File: config.mk
export PLATFORM = sky130hd
export DESIGN_NAME = wake_cause_reg
export DESIGN_NICKNAME = d
export VERILOG_FILES = /design/src/rtl/wkc_pkg.sv /design/src/rtl/wkc_sticky_bank.sv /design/src/rtl/wkc_pin_capture.sv /design/src/rtl/wkc_src_capture.sv /design/src/rtl/wkc_read_port.sv /design/src/rtl/wake_cause_reg.sv
export SDC_FILE = /design/constraint.sdc
export NUM_CORES = 1
export LEC_CHECK = 0
export ABC_AREA = 1
export CAP_MARGIN = 10
export CORE_MARGIN = 4
export CORE_UTILIZATION = 40
export DETAILED_ROUTE_END_ITERATION = 7
export GPL_TIMING_DRIVEN = 0
export PLACE_DENSITY = 0.77
export SYNTH_ARGS = -nofsm -noshare
export SYNTH_HDL_FRONTEND = slang
export SYNTH_SLANG_ARGS = --single-unit
File: constraint.sdc
create_clock -name clk -period 1 [get_ports clk]
set_input_delay 0.2 -clock clk [delete_from_list [all_inputs] [get_ports clk]]
set_output_delay 0.2 -clock clk [all_outputs]
set_load 0.005 [all_outputs]
File: src/rtl/wkc_pkg.sv
package wkc_pkg;
  localparam int WORD_W    = 32;
  localparam int BIT_SUM   = 0;
  localparam int BIT_XTAL  = 1;
  localparam int BIT_FWUP  = 2;
  localparam int BIT_SMON  = 3;
  localparam int BIT_RTT   = 4;
  localparam int BIT_RTC   = 5;
  localparam int BIT_SMRST = 8;
  localparam int PIN_BASE  = 16;
  localparam int PIN_MAX   = 16;

  // non-pin sources, one sticky bit each
  typedef struct packed {
    logic smrst;
    logic rtc;
    logic rtt;
    logic smon;
    logic fwup;
    logic xtal;
  } src_vec_t;

  localparam int SRC_W = $bits(src_vec_t);
endpackage

File: src/rtl/wkc_sticky_bank.sv
module wkc_sticky_bank #(
  parameter int W = 8
) (
  input  logic         clk,
  input  logic         rst_n,
  input  logic [W-1:0] set_i,
  input  logic [W-1:0] clr_i,
  output logic [W-1:0] q_o
);
  logic [W-1:0] q;

  // set wins over clear so a racing event survives the read
  always_ff @(posedge clk or negedge rst_n) begin
    if (!rst_n) q <= '0;
    else        q <= (q & ~clr_i) | set_i;
  end

  assign q_o = q;
endmodule

File: src/rtl/wkc_pin_capture.sv
module wkc_pin_capture #(
  parameter int NUM_PINS = 16
) (
  input  logic                clk,
  input  logic                rst_n,
  input  logic [NUM_PINS-1:0] pin_evt,
  input  logic [NUM_PINS-1:0] pin_tamper_mode,
  input  logic [NUM_PINS-1:0] clr_pins,
  input  logic                clr_sum,
  output logic [NUM_PINS-1:0] pin_flags,
  output logic                sum_flag
);
  localparam int BW = NUM_PINS + 1;

  logic [BW-1:0] set_v, clr_v, q_v;

  for (genvar i = 0; i < NUM_PINS; i++) begin : g_pin
    // tamper/debounce pins report elsewhere
    assign set_v[i+1] = pin_evt[i] & ~pin_tamper_mode[i];
    assign clr_v[i+1] = clr_pins[i];
  end

  assign set_v[0] = |pin_evt;
  assign clr_v[0] = clr_sum;

  wkc_sticky_bank #(.W(BW)) u_bank (
    .clk   (clk),
    .rst_n (rst_n),
    .set_i (set_v),
    .clr_i (clr_v),
    .q_o   (q_v)
  );

  assign pin_flags = q_v[BW-1:1];
  assign sum_flag  = q_v[0];
endmodule

File: src/rtl/wkc_src_capture.sv
module wkc_src_capture
  import wkc_pkg::*;
#(
  parameter int SMPL_W = 4
) (
  input  logic              clk,
  input  logic              rst_n,
  input  src_vec_t          src_evt,
  input  logic [SMPL_W-1:0] smon_sample_cfg,
  input  src_vec_t          src_clr,
  output src_vec_t          src_flags
);
  src_vec_t set_v;
  logic     smon_on;
  logic [SRC_W-1:0] q_v;

  assign smon_on = |smon_sample_cfg;

  always_comb begin
    set_v      = src_evt;
    set_v.smon = src_evt.smon & smon_on;
  end

  wkc_sticky_bank #(.W(SRC_W)) u_bank (
    .clk   (clk),
    .rst_n (rst_n),
    .set_i (set_v),
    .clr_i (src_clr),
    .q_o   (q_v)
  );

  assign src_flags = src_vec_t'(q_v);
endmodule

File: src/rtl/wkc_read_port.sv
module wkc_read_port #(
  parameter int          ADDR_W     = 8,
  parameter logic [ADDR_W-1:0] REG_OFFSET = 'h24,
  parameter int          DATA_W     = 32
) (
  input  logic              clk,
  input  logic              rst_n,
  input  logic              req_valid,
  output logic              req_ready,
  input  logic [ADDR_W-1:0] req_addr,
  output logic              rsp_valid,
  input  logic              rsp_ready,
  output logic [DATA_W-1:0] rsp_data,
  input  logic [DATA_W-1:0] word_i,
  output logic [DATA_W-1:0] clr_o,
  output logic              take_o
);
  logic              vld_q;
  logic [DATA_W-1:0] data_q;
  logic              take, hit;

  assign req_ready = !vld_q || rsp_ready;
  assign take      = req_valid && req_ready;
  assign hit       = (req_addr == REG_OFFSET);

  // only what is copied into the response is cleared
  assign clr_o  = (take && hit) ? word_i : '0;
  assign take_o = take;

  always_ff @(posedge clk or negedge rst_n) begin
    if (!rst_n) begin
      vld_q  <= 1'b0;
      data_q <= '0;
    end else if (take) begin
      vld_q  <= 1'b1;
      data_q <= hit ? word_i : '0;
    end else if (rsp_ready) begin
      vld_q  <= 1'b0;
    end
  end

  assign rsp_valid = vld_q;
  assign rsp_data  = data_q;
endmodule

File: src/rtl/wake_cause_reg.sv
module wake_cause_reg
  import wkc_pkg::*;
#(
  parameter int NUM_PINS = 16,
  parameter int SMPL_W   = 4,
  parameter int ADDR_W   = 8,
  parameter logic [ADDR_W-1:0] REG_OFFSET = 'h24
) (
  input  logic                clk,
  input  logic                rst_n,
  input  logic [NUM_PINS-1:0] pin_evt,
  input  logic [NUM_PINS-1:0] pin_tamper_mode,
  input  logic                rtc_evt,
  input  logic                rtt_evt,
  input  logic                smon_evt,
  input  logic [SMPL_W-1:0]   smon_sample_cfg,
  input  logic                fwup_evt,
  input  logic                xtal_err_evt,
  input  logic                smon_rst_evt,
  input  logic                req_valid,
  output logic                req_ready,
  input  logic [ADDR_W-1:0]   req_addr,
  output logic                rsp_valid,
  input  logic                rsp_ready,
  output logic [WORD_W-1:0]   rsp_data
);
  logic [NUM_PINS-1:0] pin_flags;
  logic                sum_flag;
  src_vec_t            src_evt, src_clr, src_flags;
  logic [WORD_W-1:0]   status_word, clr_word;
  logic                rd_take;

  assign src_evt = '{smrst: smon_rst_evt, rtc: rtc_evt, rtt: rtt_evt,
                     smon: smon_evt, fwup: fwup_evt, xtal: xtal_err_evt};

  wkc_pin_capture #(.NUM_PINS(NUM_PINS)) u_pins (
    .clk             (clk),
    .rst_n           (rst_n),
    .pin_evt         (pin_evt),
    .pin_tamper_mode (pin_tamper_mode),
    .clr_pins        (clr_word[PIN_BASE +: NUM_PINS]),
    .clr_sum         (clr_word[BIT_SUM]),
    .pin_flags       (pin_flags),
    .sum_flag        (sum_flag)
  );

  wkc_src_capture #(.SMPL_W(SMPL_W)) u_src (
    .clk             (clk),
    .rst_n           (rst_n),
    .src_evt         (src_evt),
    .smon_sample_cfg (smon_sample_cfg),
    .src_clr         (src_clr),
    .src_flags       (src_flags)
  );

  always_comb begin
    src_clr       = '0;
    src_clr.xtal  = clr_word[BIT_XTAL];
    src_clr.fwup  = clr_word[BIT_FWUP];
    src_clr.smon  = clr_word[BIT_SMON];
    src_clr.rtt   = clr_word[BIT_RTT];
    src_clr.rtc   = clr_word[BIT_RTC];
    src_clr.smrst = clr_word[BIT_SMRST];
  end

  // word assembly; unlisted positions stay zero
  always_comb begin
    status_word                        = '0;
    status_word[BIT_SUM]               = sum_flag;
    status_word[BIT_XTAL]              = src_flags.xtal;
    status_word[BIT_FWUP]              = src_flags.fwup;
    status_word[BIT_SMON]              = src_flags.smon;
    status_word[BIT_RTT]               = src_flags.rtt;
    status_word[BIT_RTC]               = src_flags.rtc;
    status_word[BIT_SMRST]             = src_flags.smrst;
    status_word[PIN_BASE +: NUM_PINS]  = pin_flags;
  end

  wkc_read_port #(
    .ADDR_W     (ADDR_W),
    .REG_OFFSET (REG_OFFSET),
    .DATA_W     (WORD_W)
  ) u_rd (
    .clk       (clk),
    .rst_n     (rst_n),
    .req_valid (req_valid),
    .req_ready (req_ready),
    .req_addr  (req_addr),
    .rsp_valid (rsp_valid),
    .rsp_ready (rsp_ready),
    .rsp_data  (rsp_data),
    .word_i    (status_word),
    .clr_o     (clr_word),
    .take_o    (rd_take)
  );
endmodule

==> reports/metrics.csv, run 1 <==
metric,value,unit
status,"complete, but fails checks",
failing checks,negative setup slack,
Sw Share,22.8,%
Overflow after GRT,0,
CP Data Arrival Time,1490,ps
DR pass1 iterations,4,
Worst path top cell family by delay,buffers and inverters,
crit-path max cell delay,400,ps
H-tree levels,2,
Post-synth EDFFs,0,
"worst slack, placed",-520,ps
DRC errors left,0,
Crit-path slowest cell,dfrtp_1,
crit path cell chain,"buf_6, buf_6, a21oi_4, nand3_4, buf_6, nand2_1, nand2_1",
Leakage Power,1.88,nW
Pwr Total,3.84,mW
core box area,0.00554,sq mm
DR vias/cell,4.31,
"antenna viol nets, final",0,
Synth warnings,0,
Mapped Cells,261,
top_reg_cell synth,dfrtp_1,
die area,0.00700,sq mm
Mapped Avg Cell Area,8.77,sq um
Synth area leaders,"dfrtp_1 (51%), nand2_1 (18%), nand3_2 (9.2%)",
Worst VDD drop,0.534,mV
"Seq/Total Area, Yosys",51.4,%
largest area contributor in the netlist,dfrtp_1,
largest net degree at the start of global routing,26,
worst skew pair latency,300,ps
#FFs+latches synth,47,
Hold Path Class,in -> async,
CTS root buf,clkbuf_8,
combinational power share,13.6,%
CTS Buf Count,5,
area share of the largest cell type after synthesis,51.4,%
Max Cap Viol,0,
NetSw,0.878,mW
fraction of layout cells with a size suffix above 1,33.8,%
Setup-failing EPs final,69,
number of global-route vias before repair,1943,
CTS sink count,47,
Seq pwr share,49.9,%
fin cells,454,
Filler cells,466,
# nets final,435,
ANT cells,0,
Final Slew Violations,0,
fin util,63.7,%
first-pass GRT wire length,8.78,mm
crit path time final,1300,ps
"most used cell, CP",buf_6,
DRT Wirelength,5.43,mm
TritonCTS clock tree,yes,
Fin. Hold Viols,0,
area grow syn2layout,54.1,%
Overall Global Routing Usage,15.5,%
setup TNS,-12450,ps
crit share post-route,130,%
f_max,771,MHz
"Distinct cells, synth",20,
Worst Path Buf+Inv,3,
Final WS setup,-297,ps
io pins,88,
unrepaired setup endpoints after global routing,true,
RePlAce Congestion,0.751,
post-DP HPWL,3.92,mm
Starting DRT DRC Count,47,
initial core utilization,41.3,%
Setup crit end kind,flop,
wire length per cell,12.0,um
ys async rst share,100,%
mapped cell area,0.00229,sq mm
via count,1958,
cell with the most instances after synthesis,nand2_1,
Power Density,1090,mW/mm^2
Crit path required time,1190,ps
Clock Power Share,36.6,%
Power Internal,2.97,mW
Setup Skew,11.0,ps
antenna violations before repair,0,
Post-synth top cells,"nand2_1 (111), dfrtp_1 (47), inv_1 (28)",
Setup crit start kind,flop,
Worst-path clk slew,90,ps
port bufs,78,
Die Width,83.7,um
chip height,83.7,um
Post-Place Cells,420,
clk buf depth,2,
cell row count,27,
Setup Crit Path Kind,reg -> reg,
worst-path fanout max,10,
[through the flow]
step                instance area [sq um]  hold slack [ps]
floorplan                            2320            -95.6
global placement                     3190              455
detailed placement                   3210              218
CTS                                  3400              404
global route                         3530              368
finish                               3530              351
[layout by cell type (no fill, tap or decap)]
master / count
buf_2: 25
clkbuf_4: 1
nand2_4: 2
nand3_4: 1
nand2_2: 15
inv_1: 28
buf_4: 27
clkbuf_2: 1
a21oi_4: 1
clkinv_2: 1
nand3_1: 3
bufinv_16: 1
nand2_1: 99
nand4_1: 1
nand3_2: 20
nor2_4: 1
nor2_1: 13
inv_2: 2
clkbuf_16: 1
conb_1: 9
clkbuf_8: 7
buf_16: 1
clkdlybuf4s50_1: 52
nand2_8: 1
dlygate4sd3_1: 1
nor2_8: 1
clkinv_4: 1
dfrtp_1: 47
buf_12: 4
buf_6: 7
or2_2: 8
[sequential cells by signal, summed over array words and instances (netlist names)]
| register | count |
|---|---|
| u_pins.u_bank.q_o | 17 |
| u_rd.rsp_data | 23 |
| u_src.u_bank.q_o | 6 |
| u_rd.rsp_valid | 1 |
[area by class of cell]
| cell class | count | area, sq um | area share, % |
|---|---|---|---|
| Tap cell | 72 | 90.1 | 2.55 |
| Clock inverter | 3 | 43.8 | 1.24 |
| Clock buffer | 5 | 68.8 | 1.95 |
| Multi-Input combinational cell | 175 | 927 | 26.3 |
| Timing Repair Buffer | 105 | 942 | 26.7 |
| Sequential cell | 47 | 1180 | 33.3 |
| Buffer | 17 | 168 | 4.75 |
| Inverter | 30 | 113 | 3.19 |
[final timing paths]
| check | start | endpoint | slack, ps | depth (start not counted) |
|---|---|---|---|---|
| max in group asynchronous | rst_n | u_pins.u_bank.q_o[15] | 200 | 3 |
| worst max-delay path | u_rd.rsp_valid | u_pins.u_bank.q_o[7] | -300 | 7 |
| worst max register to register | u_rd.rsp_valid | u_pins.u_bank.q_o[7] | -300 | 7 |
| worst min-delay path | rst_n | u_pins.u_bank.q_o[1] | 350 | 2 |
| min in group clk | xtal_err_evt | u_src.u_bank.q_o[0] | 410 | 3 |
| worst min register to register | u_rd.rsp_data[3] | u_rd.rsp_data[3] | 480 | 2 |
[per-layer routing]
layer / part of all wire (%) / vias up / wire length (um) / GRT usage (%)
met4: 1.4 / 0 / 76 / 5.26
met3: 6.4 / 6 / 350 / 4.15
met1: 42 / 884 / 2260 / 18.2
met5: 0 / - / 0 / 0
met2: 50 / 61 / 2740 / 27.3
li1: - / 1007 / - / -
[power groups by stage]
stage | registers (mW) | clock network (mW) | logic, mW
2_1_floorplan | 1.96 | 0 | 0.168
3_3_place_gp | 1.96 | 0 | 0.461
6_report | 1.92 | 1.41 | 0.522
3_5_place_dp | 1.96 | 0 | 0.475
4_1_cts | 1.92 | 1.42 | 0.503
5_1_grt | 1.92 | 1.50 | 0.573
[logic make-up (layout without fill, tap and decap cells)]
family                 count (synthesis)  count (layout)  synth area share, %
AOI/OAI and AO/OA                      1               1                0.383
buffers and inverters                 47             160                 12.2
DFF                                   47              47                 51.4
other                                  1               9                0.164
and+or+nand+nor                      165             165                 35.8
[timing repair]
action                                  in CTS  in global routing
resized for setup                          108                 16
endpoints found under the setup margin      67                 96
buffers inserted                            12                 10
hold buffers                                 1                  0
hold endpoints to repair                    22                  0
gates cloned                                 2                  1
pin swaps                                    0                  1
(Power assumes the default switching activity.)
==> run 2: changes to the inputs <==
REMOVE_ABC_BUFFERS = 1   (was default)
==> run 2 against run 1 <==
  * The flow still finishes with violations (negative setup slack)
  * Critical path depth fell by 1
  * Design area decreased by 0.78%
  * Total power shrank 6.4%
  * Core utilization decreased by 0.50 points
  * Flip-flop and latch count stayed put
  * Largest power group unchanged
==> reports/metrics.csv, run 2 (same netlist as run 1, synthesis figures left out) <==
metric,value,unit,change
status,"complete, but fails checks",,
failing checks,negative setup slack,,
number of global-route vias before repair,2075,,+6.8%
ANT cells,0,,unchanged
Seq pwr share,53.4,%,+3.5 points
Top Layer Used,met4,,
Power Density,1030,mW/mm^2,-5.7%
"commonest non-fill, non-tap cells in the layout","nand2_1 (95), clkdlybuf4s50_1 (46), dfrtp_1 (46)",,
Max Cap Viol,0,,unchanged
first-pass GRT wire length,10.4,mm,+18%
CTS Buf Count,5,,unchanged
Placed Instance Area,0.00305,sq mm,-4.8%
worst skew pair latency,290,ps,about the same
Setup-failing EPs final,66,,-4.3%
cell row count,27,,unchanged
CTS sink count,47,,unchanged
Post-Place Cells,404,,-3.8%
Die Width,83.7,um,unchanged
Overall Global Routing Usage,18.7,%,+3.1 points
CP Data Arrival Time,1470,ps,-20 ps
DR pass1 iterations,4,,unchanged
Setup Crit Path Kind,reg -> reg,,
port bufs,78,,unchanged
post-route cell area,0.00350,sq mm,-0.78%
DRC errors left,0,,unchanged
fin cells,445,,-2.0%
wire length per cell,14.5,um,+21%
"antenna viol nets, final",0,,unchanged
clk buf depth,2,,unchanged
DR vias/cell,4.60,,+6.8%
crit share post-route,129,%,-0.99 points
combinational power share,15.5,%,+1.9 points
Fin. Hold Viols,0,,unchanged
crit path time final,1290,ps,-9.87 ps
Leakage Power,1.81,nW,-4.0%
Worst VDD drop,0.559,mV,+4.8%
flip-flop count of the largest register after layout,23,,unchanged
fraction of layout cells with a size suffix above 1,34.3,%,+0.55 points
post-DP HPWL,3.64,mm,-7.0%
met2 wire length,3.48,mm,+27%
TritonCTS clock tree,yes,,
DRT Wirelength,6.45,mm,+19%
Overflow after GRT,0,,unchanged
core box area,0.00554,sq mm,unchanged
f_max,777,MHz,+0.77%
area grow syn2layout,52.9,%,
Pwr Total,3.60,mW,-6.4%
Power Internal,2.70,mW,-8.8%
RePlAce Congestion,0.719,,-4.2%
via count,2049,,+4.6%
"commonest non-fill, non-tap cell in the layout",nand2_1,,
Metal-1 WL,2.54,mm,+12%
Hold Path Class,in -> async,,
flop2flop setup slack,-290,ps,about the same
Setup Skew,4.27,ps,-6.70 ps
die area,0.00700,sq mm,unchanged
Clock Power Share,31.1,%,-5.5 points
Setup crit start kind,flop,,
unrepaired setup endpoints after global routing,true,,
Final WS setup,-288,ps,+9.87 ps
Worst-path clk slew,90,ps,about the same
largest net degree at the start of global routing,27,,+3.8%
chip height,83.7,um,unchanged
Final Slew Violations,0,,unchanged
initial core utilization,41.3,%,unchanged
Crit path required time,1190,ps,about the same
NetSw,0.894,mW,+1.8%
H-tree levels,2,,unchanged
worst-path fanout max,6,,-4
Setup crit end kind,flop,,
CTS root buf,clkbuf_8,,
Sw Share,24.8,%,+2.0 points
antenna violations before repair,0,,unchanged
Filler cells,477,,+2.4%
Starting DRT DRC Count,79,,+68%
io pins,88,,unchanged
# nets final,426,,-2.1%
Met3 Routed Length,397,um,+13%
## run 2: changes by cell type in the layout (fill, tap and decap cells not counted), moves of 3 or more
| cell | change |
|---|---|
| dlygate4sd2_1 | +6 |
| nand2_2 | +5 |
| nand2_1 | -4 |
| nand3_1 | -3 |
| nor2_4 | +3 |
| buf_4 | -11 |
| nand3_4 | +5 |
| clkdlybuf4s50_1 | -6 |
## run 2: worst paths after layout
path                                               to         startpoint  cells after the start
worst max register to register  u_pins.u_bank.q_o[16]     u_rd.rsp_valid                      6
min in group clk                  u_src.u_bank.q_o[0]       xtal_err_evt                      3
worst min-delay path                   u_rd.rsp_valid              rst_n                      2
max in group asynchronous       u_pins.u_bank.q_o[12]              rst_n                      3
worst min register to register      u_rd.rsp_data[27]  u_rd.rsp_data[27]                      2
worst max-delay path            u_pins.u_bank.q_o[16]     u_rd.rsp_valid                      6
## run 2: cell type report
type	count	area, sq um	area share, %
Clock buffer	6	72.6	2.07
Tap cell	72	90.1	2.57
Clock inverter	2	12.5	0.357
Inverter	30	113	3.22
Timing Repair Buffer	108	975	27.8
Multi-Input combinational cell	180	1060	30.3
Sequential cell	47	1180	33.6
## run 2: power groups by stage
stage	registers, mW	logic (mW)	clock network (mW)
global route	1.92	0.609	1.23
finish	1.92	0.558	1.12
CTS	1.92	0.547	1.17
detailed placement	1.96	0.441	0
floorplan	1.96	0.128	0
global placement	1.96	0.421	0
## run 2: worst max-delay path, stage by stage (launching register included)
cell and delay (ps):
dfrtp_2 450, buf_6 130, a21oi_4 140, buf_12 150
nand3_4 140, nand2_1 110, nand2_1 70
## run 2: repair_timing
action	CTS	global route
endpoints found under the hold margin	21	0
setup buffers	21	6
resized for setup	124	23
pin swaps	12	12
setup endpoints to repair	71	97
hold buffers	1	0
cloned	5	0
## run 2: routing by layer
metal,global-route usage (%),vias up
met5,0,-
met4,3.95,0
met3,4.74,4
met2,34.3,70
met1,21.8,982
li1,-,993
## run 2: per-stage QoR
stage	setup WS, ps	TNS [ps]	hold WS (ps)	util [%]
detailed placement	-912	-38040	216	55.1
global route	-347	-14600	396	63.2
floorplan	-414	-12760	-95.6	-
finish	-288	-11290	377	63.2
global placement	-1560	-118010	455	54.6
CTS	-243	-9450	413	61.1
